**src/rtl/lkd_pkg.sv**
```systemverilog
package lkd_pkg;
  typedef enum logic [1:0] {
    LEAD_NONE = 2'd0,
    LEAD_REF  = 2'd1,
    LEAD_FB   = 2'd2
  } lead_e;

  function automatic int max2(input int a, input int b);
    return (a > b) ? a : b;
  endfunction
endpackage

```
**src/rtl/lkd_rst_sync.sv**
```systemverilog
module lkd_rst_sync (
  input  logic clk,
  input  logic rst_n,
  output logic rst_sync_n
);
  logic [1:0] stage_q;

  always_ff @(posedge clk or negedge rst_n) begin
    if (!rst_n) stage_q <= 2'b00;
    else        stage_q <= {stage_q[0], 1'b1};
  end

  assign rst_sync_n = stage_q[1];
endmodule

```
**src/rtl/lkd_edge.sv**
```systemverilog
module lkd_edge (
  input  logic clk,
  input  logic rst_n,
  input  logic sig_i,
  output logic rise_o
);
  logic prev_q;

  always_ff @(posedge clk or negedge rst_n) begin
    if (!rst_n) prev_q <= 1'b0;
    else        prev_q <= sig_i;
  end

  assign rise_o = sig_i & ~prev_q;
endmodule

```
**src/rtl/lkd_pair_timer.sv**
```systemverilog
module lkd_pair_timer
  import lkd_pkg::*;
#(
  parameter int LOCK_W0   = 19,
  parameter int UNLOCK_W0 = 30,
  parameter int LOCK_W1   = 7,
  parameter int UNLOCK_W1 = 14,
  parameter int CW        = 5
) (
  input  logic          clk,
  input  logic          rst_n,
  input  logic          clr_i,
  input  logic          sel_i,
  input  logic          ref_ev_i,
  input  logic          fb_ev_i,
  output logic          close_o,
  output logic          far_o,
  output logic [CW-1:0] cnt_o
);
  lead_e         lead_q, lead_d;
  logic [CW-1:0] cnt_q, cnt_d;
  logic [CW-1:0] lock_lim, unl_lim;
  logic          partner;
  logic          upd_en;

  assign lock_lim = sel_i ? CW'(LOCK_W1)   : CW'(LOCK_W0);
  assign unl_lim  = sel_i ? CW'(UNLOCK_W1) : CW'(UNLOCK_W0);
  assign partner  = (lead_q == LEAD_REF) ? fb_ev_i : ref_ev_i;

  always_comb begin
    lead_d  = lead_q;
    cnt_d   = cnt_q;
    close_o = 1'b0;
    far_o   = 1'b0;
    if (clr_i) begin
      lead_d = LEAD_NONE;
      cnt_d  = '0;
    end else begin
      case (lead_q)
        LEAD_NONE: begin
          if (ref_ev_i && fb_ev_i) begin
            close_o = 1'b1;
          end else if (ref_ev_i) begin
            lead_d = LEAD_REF;
            cnt_d  = CW'(1);
          end else if (fb_ev_i) begin
            lead_d = LEAD_FB;
            cnt_d  = CW'(1);
          end
        end
        LEAD_REF, LEAD_FB: begin
          if (partner || (cnt_q >= unl_lim)) begin
            close_o = partner && (cnt_q <= lock_lim);
            far_o   = (cnt_q >= unl_lim);
            lead_d  = LEAD_NONE;
            cnt_d   = '0;
          end else begin
            cnt_d = cnt_q + CW'(1);
          end
        end
        default: begin
          lead_d = LEAD_NONE;
          cnt_d  = '0;
        end
      endcase
    end
  end

  assign upd_en = clr_i || (lead_q != LEAD_NONE) || ref_ev_i || fb_ev_i;

  always_ff @(posedge clk or negedge rst_n) begin
    if (!rst_n) begin
      lead_q <= LEAD_NONE;
      cnt_q  <= '0;
    end else if (upd_en) begin
      lead_q <= lead_d;
      cnt_q  <= cnt_d;
    end
  end

  assign cnt_o = cnt_q;
endmodule

```
**src/rtl/lkd_hyst.sv**
```systemverilog
module lkd_hyst (
  input  logic clk,
  input  logic rst_n,
  input  logic clr_i,
  input  logic close_i,
  input  logic far_i,
  input  logic pol_low_i,
  output logic locked_o,
  output logic lock_o
);
  logic lock_q, lock_d, lock_en;

  always_comb begin
    lock_d = lock_q;
    if (clr_i)        lock_d = 1'b0;
    else if (close_i) lock_d = 1'b1;
    else if (far_i)   lock_d = 1'b0;
  end

  assign lock_en = clr_i | close_i | far_i;

  always_ff @(posedge clk or negedge rst_n) begin
    if (!rst_n)       lock_q <= 1'b0;
    else if (lock_en) lock_q <= lock_d;
  end

  assign locked_o = lock_q;
  assign lock_o   = (lock_q & ~clr_i) ^ pol_low_i;
endmodule

```
**src/rtl/pll_lock_detect.sv**
```systemverilog
module pll_lock_detect
  import lkd_pkg::*;
#(
  parameter int LOCK_W0   = 19,
  parameter int UNLOCK_W0 = 30,
  parameter int LOCK_W1   = 7,
  parameter int UNLOCK_W1 = 14
) (
  input  logic clk,
  input  logic rst_n,
  input  logic ref_i,
  input  logic fb_i,
  input  logic win_sel_i,
  input  logic disable_i,
  input  logic pol_low_i,
  output logic lock_o
);
  localparam int UMAX = max2(UNLOCK_W0, UNLOCK_W1);
  localparam int CW   = $clog2(UMAX + 1);
  localparam int NIN  = 2;

  logic           rst_int_n;
  logic [NIN-1:0] raw_in;
  logic [NIN-1:0] rise_ev;
  logic           close_ev, far_ev;
  logic [CW-1:0]  cnt;
  logic           lock_q;

  lkd_rst_sync u_rst (
    .clk        (clk),
    .rst_n      (rst_n),
    .rst_sync_n (rst_int_n)
  );

  assign raw_in = {fb_i, ref_i};

  for (genvar g = 0; g < NIN; g++) begin : g_edge
    lkd_edge u_edge (
      .clk    (clk),
      .rst_n  (rst_int_n),
      .sig_i  (raw_in[g]),
      .rise_o (rise_ev[g])
    );
  end

  lkd_pair_timer #(
    .LOCK_W0   (LOCK_W0),
    .UNLOCK_W0 (UNLOCK_W0),
    .LOCK_W1   (LOCK_W1),
    .UNLOCK_W1 (UNLOCK_W1),
    .CW        (CW)
  ) u_timer (
    .clk      (clk),
    .rst_n    (rst_int_n),
    .clr_i    (disable_i),
    .sel_i    (win_sel_i),
    .ref_ev_i (rise_ev[0]),
    .fb_ev_i  (rise_ev[1]),
    .close_o  (close_ev),
    .far_o    (far_ev),
    .cnt_o    (cnt)
  );

  lkd_hyst u_hyst (
    .clk       (clk),
    .rst_n     (rst_int_n),
    .clr_i     (disable_i),
    .close_i   (close_ev),
    .far_i     (far_ev),
    .pol_low_i (pol_low_i),
    .locked_o  (lock_q),
    .lock_o    (lock_o)
  );
endmodule

```
**config.mk**
```make
export PLATFORM = sky130hd
export DESIGN_NAME = pll_lock_detect
export DESIGN_NICKNAME = d
export VERILOG_FILES = /design/src/rtl/lkd_pkg.sv /design/src/rtl/lkd_rst_sync.sv /design/src/rtl/lkd_edge.sv /design/src/rtl/lkd_pair_timer.sv /design/src/rtl/lkd_hyst.sv /design/src/rtl/pll_lock_detect.sv
export SDC_FILE = /design/constraint.sdc
export NUM_CORES = 1
export LEC_CHECK = 0
export ABC_AREA = 1
export BUFFER_PORTS_ARGS = -buffer_cell sky130_fd_sc_hd__clkbuf_2
export CAP_MARGIN = 5
export CORE_MARGIN = 1.5
export CORE_UTILIZATION = 40
export CTS_CLUSTER_SIZE = 25
export DETAILED_ROUTE_END_ITERATION = 6
export SYNTH_ARGS = -nofsm -noshare
export SYNTH_HDL_FRONTEND = slang
export SYNTH_SLANG_ARGS = --single-unit
export TNS_END_PERCENT = 50
```
**constraint.sdc**
```tcl
create_clock -name clk -period 1.8 [get_ports clk]
set_clock_uncertainty 0.15 [all_clocks]
set_input_delay 0 -clock clk [delete_from_list [all_inputs] [get_ports clk]]
set_output_delay 0 -clock clk [all_outputs]
set_load 0.01 [all_outputs]
```
==> impl_metrics.tcl, run 1 <==
set metrics [dict create \
    status "finished clean" \
    die_ar_um2 2410 \
    design.core.area_um2 1980 \
    crit_family "simple AND/OR/NAND/NOR gates" \
    num-nets-final 155 \
    met2RoutedLength_um 806 \
    timing.final.crit_share_pct 92.1 \
    critPathMostFrequentCell "sky130_fd_sc_hd__inv_1" \
    yosys-top-cells-count "sky130_fd_sc_hd__nand2_1, sky130_fd_sc_hd__inv_1, sky130_fd_sc_hd__dfrtp_1, sky130_fd_sc_hd__nor2_1, sky130_fd_sc_hd__ha_1" \
    peakVddDrop_mv 0.569 \
    netlist_top_cells_area "sky130_fd_sc_hd__dfrtp_1, sky130_fd_sc_hd__nand2_1, sky130_fd_sc_hd__ha_1" \
    power.density_cell_area_nw_per_um2 954 \
    synthMostInstantiatedCell "sky130_fd_sc_hd__nand2_1" \
    critical_path_peak_fanout 6 \
    timing_hold_violations_final 0 \
    post_route_cells_drive_above_1_share_pct 22.9 \
    post_drt_via_cell_ratio 4.55 \
    grt_start_max_net_pins 11 \
    top_layer_reached_by_signal_wires "met4" \
    multi_input_comb_area_um2 453 \
    seq_area_um2 300 \
    totalPowerFinal_mw 0.998 \
    routability_driven_placement_congestion_ratio 0.857 \
    asyncSetResetFlopFracSynth_pct 100 \
    crit_path_start_kind "flop" \
    drv.max_cap_violation_count 0 \
    floorplan.io_pins 8 \
    stdcell_area_um2 1050 \
    clock_path_buffers 2 \
    post_dp_cell_area_um2 920 \
    hold-worst-slack_ns 0.0309 \
    finalSetupViolations 0 \
    met1_wire_length_um 750 \
    grt_first_pass_wirelength_um 2910 \
    timing.setup.critical_path_class "reg2reg" \
    flop_and_latch_count_out_of_synthesis 12 \
    antennaDiodeCount 0 \
    yosysUniqueCellTypes 23 \
    antenna_left 0 \
    mean_instance_size_in_the_synthesized_netlist_um2 7.15 \
    synthFlopType "sky130_fd_sc_hd__dfrtp_1" \
    numPortBuffers 7 \
    finalCriticalPeriod_ns 1.66 \
    critPathRequiredTime_ns 1.83 \
    worst_hold_path_type "reg2async" \
    route.detailed.drc 0 \
    cts_root_buffer "sky130_fd_sc_hd__clkbuf_4" \
    yosysTopAreaCellShare_pct 35.3 \
    finalMaxSlewViolations 0 \
    clock_sink_count 12 \
    edff_count_synth 0 \
    cts_inserted_buffers 3 \
    finalWirelength_um 1680 \
    grt_pass1_vias 703 \
    vias 760 \
    cts.reportedPaths.clkPinSlew_ns 0.09 \
    timing.critical_path.buf_inv 4 \
    grt.total_usage_pct 16.1 \
    grt_antenna_before_repair 0 \
    dr_wl_met3_um 81 \
    detail_route.wl_per_cell_um 10.1 \
    initial_core_util_pct 42.9 \
    syn_to_final_growth_pct 22.9 \
    dieWidth_um 49.1 \
    syn_inst 119 \
    floorplan.die.height_um 49.1 \
    hpwlAfterDp_um 1260 \
    worst_ep_arrival_time_ns 1.69 \
    synthesis.nets 133 \
    yosys_warnings 0 \
    list_of_cells_traversed_by_the_critical_path "inv_1 -> ha_2 -> inv_1 -> nor2_4 -> nand3_2 -> nand2_4 -> inv_4 -> nand3_1 -> nand2_1 -> nand2_1 -> inv_1" \
    synthesis.area_um2 851 \
    dr.first_iter.drc_count 12 \
    synthDominantAreaCellType "sky130_fd_sc_hd__dfrtp_1" \
    first_pass_iters 4 \
    globalRouteOverflowTotal 0 \
    fmaxAchievable_ghz 0.603 \
    rows 16 \
    tritoncts "built" \
    timing.critical_path.slowest_cell_delay_ns 0.41 \
    timing.critical_path.to_type "flop" \
    clock_insertion_delay_worst_skew_ns 0.29 \
    power.leakage_nw 0.568 \
    synth_seq_area_share_pct 35.3 \
    cts.htree.levels 1 \
    layout.filler_cells 186 \
    critical-path-slowest-cell "sky130_fd_sc_hd__dfrtp_1" \
]
[sequential cells by signal, indices dropped and copies added, names as in the netlist]
name / flops
u_rst.stage_q: 2
u_timer.cnt_o: 5
g_edge.u_edge.prev_q: 2
u_timer.lead_q: 2
u_hyst.locked_o: 1
[worst register-to-register path: stages (launching register included)]
cell and delay [ns]:
sky130_fd_sc_hd__dfrtp_1 0.41, sky130_fd_sc_hd__inv_1 0.09, sky130_fd_sc_hd__ha_2 0.17, sky130_fd_sc_hd__inv_1 0.07, sky130_fd_sc_hd__nor2_4 0.16, sky130_fd_sc_hd__nand3_2 0.11, sky130_fd_sc_hd__nand2_4 0.14, sky130_fd_sc_hd__inv_4 0.07
sky130_fd_sc_hd__nand3_1 0.06, sky130_fd_sc_hd__nand2_1 0.05, sky130_fd_sc_hd__nand2_1 0.05, sky130_fd_sc_hd__inv_1 0.03
[worst paths after layout]
check                             startpoint                end  slack (ns)  depth (start not counted)
setup / recovery           u_timer.lead_q[1]   u_timer.cnt_o[2]        0.14                         11
hold / removal              u_rst.stage_q[1]  u_timer.lead_q[1]        0.03                          0
setup reg to reg           u_timer.lead_q[1]   u_timer.cnt_o[2]        0.14                         11
hold reg to reg             u_rst.stage_q[1]  u_timer.lead_q[1]        0.03                          0
max in group asynchronous              rst_n   u_rst.stage_q[0]        0.97                          3
min in group clk                   pol_low_i             lock_o        0.11                          3
[through the flow]
stage / util [%] / worst slack [ns] / TNS, ns / instances
floorplan: - / 0.309 / 0 / 119
global placement: 46.4 / 0.170 / 0 / 153
detailed placement: 46.4 / 0.157 / 0 / 153
CTS: 50.8 / 0.134 / 0 / 162
global route: 52.8 / -0.0222 / -0.0222 / 167
finish: 52.8 / 0.141 / 0 / 167
[cell families after synthesis]
group | share of synthesized area (%)
and+or+nand+nor | 35.9
buffers and inverters | 11.8
DFF | 35.3
AOI/OAI and AO/OA | 5.29
adders and majority gates | 10.3
xor gates and xnor gates | 1.03
other | 0.441
[area by class of cell]
class | count | area share, %
Clock buffer | 4 | 3.47
Inverter | 26 | 9.57
Multi-Input combinational cell | 81 | 43.3
Sequential cell | 12 | 28.7
Tap cell | 27 | 3.23
Timing Repair Buffer | 17 | 11.7
[cells in the final DEF (no fill, tap or decap), types with 3 or more instances in the layout]
cell type                       synthesis  layout
sky130_fd_sc_hd__nand2_1               36      36
sky130_fd_sc_hd__inv_1                 21      21
sky130_fd_sc_hd__dfrtp_1               12      12
sky130_fd_sc_hd__nor2_1                10      10
sky130_fd_sc_hd__clkbuf_2               0       7
sky130_fd_sc_hd__nand3_1                6       6
sky130_fd_sc_hd__ha_1                   7       6
sky130_fd_sc_hd__dlygate4sd3_1          0       5
sky130_fd_sc_hd__buf_4                  0       5
sky130_fd_sc_hd__inv_2                  4       4
sky130_fd_sc_hd__clkbuf_4               0       3
[per-layer routing]
| layer | track usage [%] | vias up |
|---|---|---|
| met2 | 26.6 | 18 |
| met1 | 20.0 | 335 |
| met4 | 10.0 | 0 |
| li1 | - | 403 |
| met5 | 0 | - |
| met3 | 1.84 | 4 |
[power breakdown]
part	switching, mW	internal (mW)	leakage, nW
logic	0.241	0.178	0.392
clock network	0.106	0.123	0.0210
registers	0.0398	0.311	0.155
[timing repair]
action	4_1_cts	5_1_grt
gates resized for setup	0	1
setup endpoints to repair	0	1
setup buffers	0	5
hold buffers	5	0
endpoints found under the hold margin	8	0
Power figures use the tool's default switching activity.
==> run 2: changes to the inputs <==
--- a/config.mk
+++ b/config.mk
@@ -8,7 +8,6 @@
 export ABC_AREA = 1
 export BUFFER_PORTS_ARGS = -buffer_cell sky130_fd_sc_hd__clkbuf_2
 export CAP_MARGIN = 5
-export CORE_MARGIN = 1.5
 export CORE_UTILIZATION = 40
 export CTS_CLUSTER_SIZE = 25
 export DETAILED_ROUTE_END_ITERATION = 6
==> impl_metrics.tcl, run 2 (synthesis gave the netlist of run 1 again) <==
set metrics [dict create \
    status "finished clean" \
    peakVddDrop_mv 0.527 \
    finalCriticalPeriod_ns 1.68 \
    clock_sink_count 12 \
    layout.cells.most_common "sky130_fd_sc_hd__nand2_1" \
    routability_driven_placement_congestion_ratio 0.847 \
    post_route_cells_drive_above_1_share_pct 25.5 \
    timing_hold_violations_final 0 \
    route.detailed.drc 0 \
    totalPowerFinal_mw 0.966 \
    switchingPower_mw 0.386 \
    critPathMostFrequentCell "sky130_fd_sc_hd__nand2_1" \
    hold-worst-slack_ns 0.0229 \
    tritoncts "built" \
    power_frac_comb_pct 45.5 \
    finalSetupViolations 0 \
    worst_ep_arrival_time_ns 1.70 \
    pwr-share-seq_pct 36.7 \
    cts.htree.levels 1 \
    numPortBuffers 7 \
    finalWirelength_um 1700 \
    post_dp_cell_area_um2 920 \
    clock_path_buffers 2 \
    power.leakage_nw 0.569 \
    timing.setup.critical_path_class "reg2reg" \
    critical_path_peak_fanout 6 \
    dieWidth_um 48.1 \
    rows 16 \
    grt_start_max_net_pins 11 \
    fmaxAchievable_ghz 0.595 \
    final_cell_mix "sky130_fd_sc_hd__nand2_1, sky130_fd_sc_hd__inv_1, sky130_fd_sc_hd__dfrtp_1" \
    drv.max_cap_violation_count 0 \
    timing.final.ws_setup_ns 0.118 \
    critPathRequiredTime_ns 1.82 \
    floorplan.die.height_um 48.1 \
    cts_root_buffer "sky130_fd_sc_hd__clkbuf_4" \
    vias 767 \
    floorplan.io_pins 8 \
    cts.reportedPaths.clkPinSlew_ns 0.08 \
    worst_hold_path_type "reg2async" \
    grt_first_pass_wirelength_um 2590 \
    post_drt_via_cell_ratio 4.57 \
    hpwlAfterDp_um 1290 \
    design.core.area_um2 1980 \
    detail_route.wl_per_cell_um 10.1 \
    timing.final.crit_share_pct 93.4 \
    numPlacedInstances 153 \
    initial_core_util_pct 42.9 \
    timing.critical_path.slowest_cell_delay_ns 0.43 \
    clock_insertion_delay_worst_skew_ns 0.28 \
    die_ar_um2 2320 \
    finalMaxSlewViolations 0 \
    critical-path-slowest-cell "sky130_fd_sc_hd__dfrtp_1" \
    grt_antenna_before_repair 0 \
    grt.total_usage_pct 17.0 \
    post_layout_nonfiller_instances 168 \
    placement.setup.worst_slack_ns 0.158 \
    dr.first_iter.drc_count 8 \
    first_pass_iters 2 \
    crit_path_start_kind "flop" \
    grt_pass1_vias 603 \
    syn_to_final_growth_pct 25.4 \
    clockPowerShare_pct 17.8 \
    stdcell_area_um2 1070 \
    antennaDiodeCount 0 \
    list_of_cells_traversed_by_the_critical_path "inv_1 -> ha_2 -> inv_2 -> nor2_4 -> nand3_4 -> nand2_4 -> buf_4 -> nor3_1 -> nand2_1 -> nand2_1" \
    cts_inserted_buffers 3 \
    power.density_cell_area_nw_per_um2 905 \
    power.internal_mw 0.580 \
    largest_register_ffs 5 \
    antenna_left 0 \
    globalRouteOverflowTotal 0 \
    num-nets-final 157 \
    power_switching_share_pct 40.0 \
    timing.critical_path.to_type "flop" \
]
run 2: cell types whose count changed in the layout (fill, tap and decap cells not counted):
cell                       before  now
sky130_fd_sc_hd__clkbuf_8       1    0
sky130_fd_sc_hd__nand3_2        2    1
sky130_fd_sc_hd__buf_4          5    7
sky130_fd_sc_hd__nand3_4        0    2
sky130_fd_sc_hd__inv_1         21   19
sky130_fd_sc_hd__inv_2          4    6
sky130_fd_sc_hd__nand3_1        6    5
run 2: stage by stage:
stage	utilization, %	setup TNS (ns)
floorplan	-	0
global placement	46.4	0
detailed placement	46.4	0
CTS	50.1	0
global route	53.9	-0.0148
finish	53.9	0
run 2: path summary, 6_finish.rpt:
check                           slack [ns]               from  cells past startpoint               end
max in group asynchronous             0.96              rst_n                      3  u_rst.stage_q[1]
worst min register to register        0.02   u_rst.stage_q[1]                      0  u_timer.cnt_o[0]
worst min-delay path                  0.02   u_rst.stage_q[1]                      0  u_timer.cnt_o[0]
min in group clk                      0.12          pol_low_i                      3            lock_o
worst max register to register        0.12  u_timer.lead_q[0]                     10  u_timer.cnt_o[0]
worst max-delay path                  0.12  u_timer.lead_q[0]                     10  u_timer.cnt_o[0]
run 2: power groups by stage:
stage	Clock (mW)	Combinational (mW)	Sequential [mW]
6_report	0.172	0.439	0.354
5_1_grt	0.184	0.487	0.361
2_1_floorplan	0	0.283	0.348
4_1_cts	0.176	0.361	0.353
3_3_place_gp	0	0.346	0.356
3_5_place_dp	0	0.351	0.358
run 2: repair_timing:
item                       CTS  global route
hold endpoints to repair     8             0
buffers inserted             0             7
resized for setup            0             6
setup endpoints to repair    0             1
hold buffers                 5             0
run 2: routing by layer:
metal  global-route usage [%]  vias to the layer above  share of wire (%)
met5                        0                        -                  0
met4                     11.7                        0                2.2
met3                     2.22                        4                1.8
met2                     25.9                        8                 48
met1                     22.5                      346                 48
li1                         -                      409                  -
run 2: cell type report:
class	instances	area, µm²
well taps	27	33.8
inverters	26	100
clock buffers	3	22.5
repair buffers	19	138
flip-flops and latches	12	300
multi-input cells	81	473
fillers	185	915
run 2: worst max-delay path, delay by kind of cell, from the launching register on:
family / cells / cell delay, ns
simple gates: 6 / 0.55
flops: 1 / 0.43
fa+ha+maj: 1 / 0.18
buf+inv: 3 / 0.25
==> run 3: changes to the inputs <==
--- a/config.mk
+++ b/config.mk
@@ -11,6 +11,7 @@
 export CORE_UTILIZATION = 40
 export CTS_CLUSTER_SIZE = 25
 export DETAILED_ROUTE_END_ITERATION = 6
+export PLACE_DENSITY_LB_ADDON = 0.08
 export SYNTH_ARGS = -nofsm -noshare
 export SYNTH_HDL_FRONTEND = slang
 export SYNTH_SLANG_ARGS = --single-unit
==> impl_metrics.tcl, run 3 (synthesis gave the netlist of run 1 again) <==
set metrics [dict create \
    status "finished clean" \
    vias 704 \
    antenna_left 0 \
    postCtsResizedCells 0 \
    floorplan.io_pins 8 \
    post_route_cells_drive_above_1_share_pct 19.3 \
    grt_first_pass_wirelength_um 2620 \
    cts.htree.levels 1 \
    worst_ep_arrival_time_ns 1.66 \
    dr.first_iter.drc_count 10 \
    grt_setup_unrepaired "no" \
    drv.max_cap_violation_count 0 \
    fmaxAchievable_ghz 0.611 \
    hold-worst-slack_ns 0.0240 \
    grt_pass1_vias 632 \
    layout.cells.most_common "sky130_fd_sc_hd__nand2_1" \
    power.density_cell_area_nw_per_um2 921 \
    design.core.area_um2 1980 \
    critical-path-slowest-cell "sky130_fd_sc_hd__dfrtp_1" \
    num-nets-final 150 \
    numPortBuffers 7 \
    finalSetupViolations 0 \
    clock_insertion_delay_worst_skew_ns 0.27 \
    totalPowerFinal_mw 0.927 \
    finalMaxSlewViolations 0 \
    timing.critical_path.to_type "flop" \
    timing_hold_violations_final 0 \
    clock_path_buffers 2 \
    placement.setup.worst_slack_ns 0.166 \
    syn_to_final_growth_pct 18.2 \
    critical_path_peak_fanout 6 \
    timing.setup.critical_path_class "reg2reg" \
    first_pass_iters 3 \
    grt_antenna_before_repair 0 \
    setup_tns_ns 0 \
    crit_family "simple AND/OR/NAND/NOR gates" \
    hpwlAfterDp_um 1240 \
    clock_sink_count 12 \
    timing.critical_path.buf_inv 4 \
    timing.critical_path.slowest_cell_delay_ns 0.40 \
    cts_root_buffer "sky130_fd_sc_hd__clkbuf_4" \
    tritoncts "built" \
    route.detailed.drc 0 \
    initial_core_util_pct 42.9 \
    routability_driven_placement_congestion_ratio 0.825 \
    largest_register_ffs 5 \
    critPathMostFrequentCell "sky130_fd_sc_hd__inv_1" \
    timing.final.ws_setup_ns 0.164 \
    final_util_pct 50.8 \
    dieWidth_um 48.1 \
    post_drt_via_cell_ratio 4.35 \
    rows 16 \
    antennaDiodeCount 0 \
    final_cell_mix "sky130_fd_sc_hd__nand2_1, sky130_fd_sc_hd__inv_1, sky130_fd_sc_hd__dfrtp_1" \
    worst_hold_path_type "reg2async" \
    die_ar_um2 2320 \
    cts.reportedPaths.clkPinSlew_ns 0.08 \
    list_of_cells_traversed_by_the_critical_path "inv_1 -> ha_1 -> inv_1 -> nor2_4 -> nand3_2 -> nand2_4 -> inv_4 -> nand3_1 -> nand2_1 -> nand2_1 -> inv_1" \
    critPathRequiredTime_ns 1.83 \
    grt_start_max_net_pins 11 \
    detail_route.wl_per_cell_um 9.85 \
    grt.total_usage_pct 17.0 \
    globalRouteOverflowTotal 0 \
    peakVddDrop_mv 0.601 \
    timing.final.crit_share_pct 90.9 \
    power.leakage_nw 0.543 \
    cts_inserted_buffers 3 \
    finalWirelength_um 1600 \
    crit_path_start_kind "flop" \
    floorplan.die.height_um 48.1 \
    finalCriticalPeriod_ns 1.64 \
]
## run 3: routing by layer
layer	vias up	share of wire [%]	GRT usage, %
met2	7	44	27.0
met4	0	1.7	8.33
met5	-	0	0
li1	392	-	-
met3	4	1.6	2.22
met1	301	53	22.7
## run 3: power by group
| part | switching [mW] | total (mW) | internal (mW) |
|---|---|---|---|
| clock network | 0.0987 | 0.222 | 0.123 |
| registers | 0.0406 | 0.352 | 0.311 |
| logic | 0.219 | 0.353 | 0.134 |
## run 3: final timing paths
kind / start / endpoint / slack (ns) / cells past startpoint
max in group asynchronous: rst_n / u_rst.stage_q[1] / 0.95 / 3
min in group clk: pol_low_i / lock_o / 0.12 / 3
worst min-delay path: u_rst.stage_q[1] / u_timer.lead_q[1] / 0.02 / 0
worst max-delay path: u_timer.lead_q[1] / u_timer.cnt_o[2] / 0.16 / 11
worst min register to register: u_rst.stage_q[1] / u_timer.lead_q[1] / 0.02 / 0
worst max register to register: u_timer.lead_q[1] / u_timer.cnt_o[2] / 0.16 / 11
## run 3: area by class of cell
type | count | area [µm²]
clock buffers | 4 | 36.3
fillers | 187 | 976
inverters | 26 | 100
multi-input cells | 81 | 450
flip-flops and latches | 12 | 300
well taps | 27 | 33.8
repair buffers | 12 | 85.1
## run 3: what timing repair did
action | CTS | global route
setup endpoints to repair | 0 | 0
hold endpoints to repair | 8 | 0
setup buffers | 0 | 0
hold buffers | 5 | 0
## run 3: stage by stage
stage                     std cells  cell area [µm²]
after CTS                       162             1010
final                           162             1010
after global routing            162             1010
after detailed placement        153              920
after floorplan                 119              851
after global placement          153              920
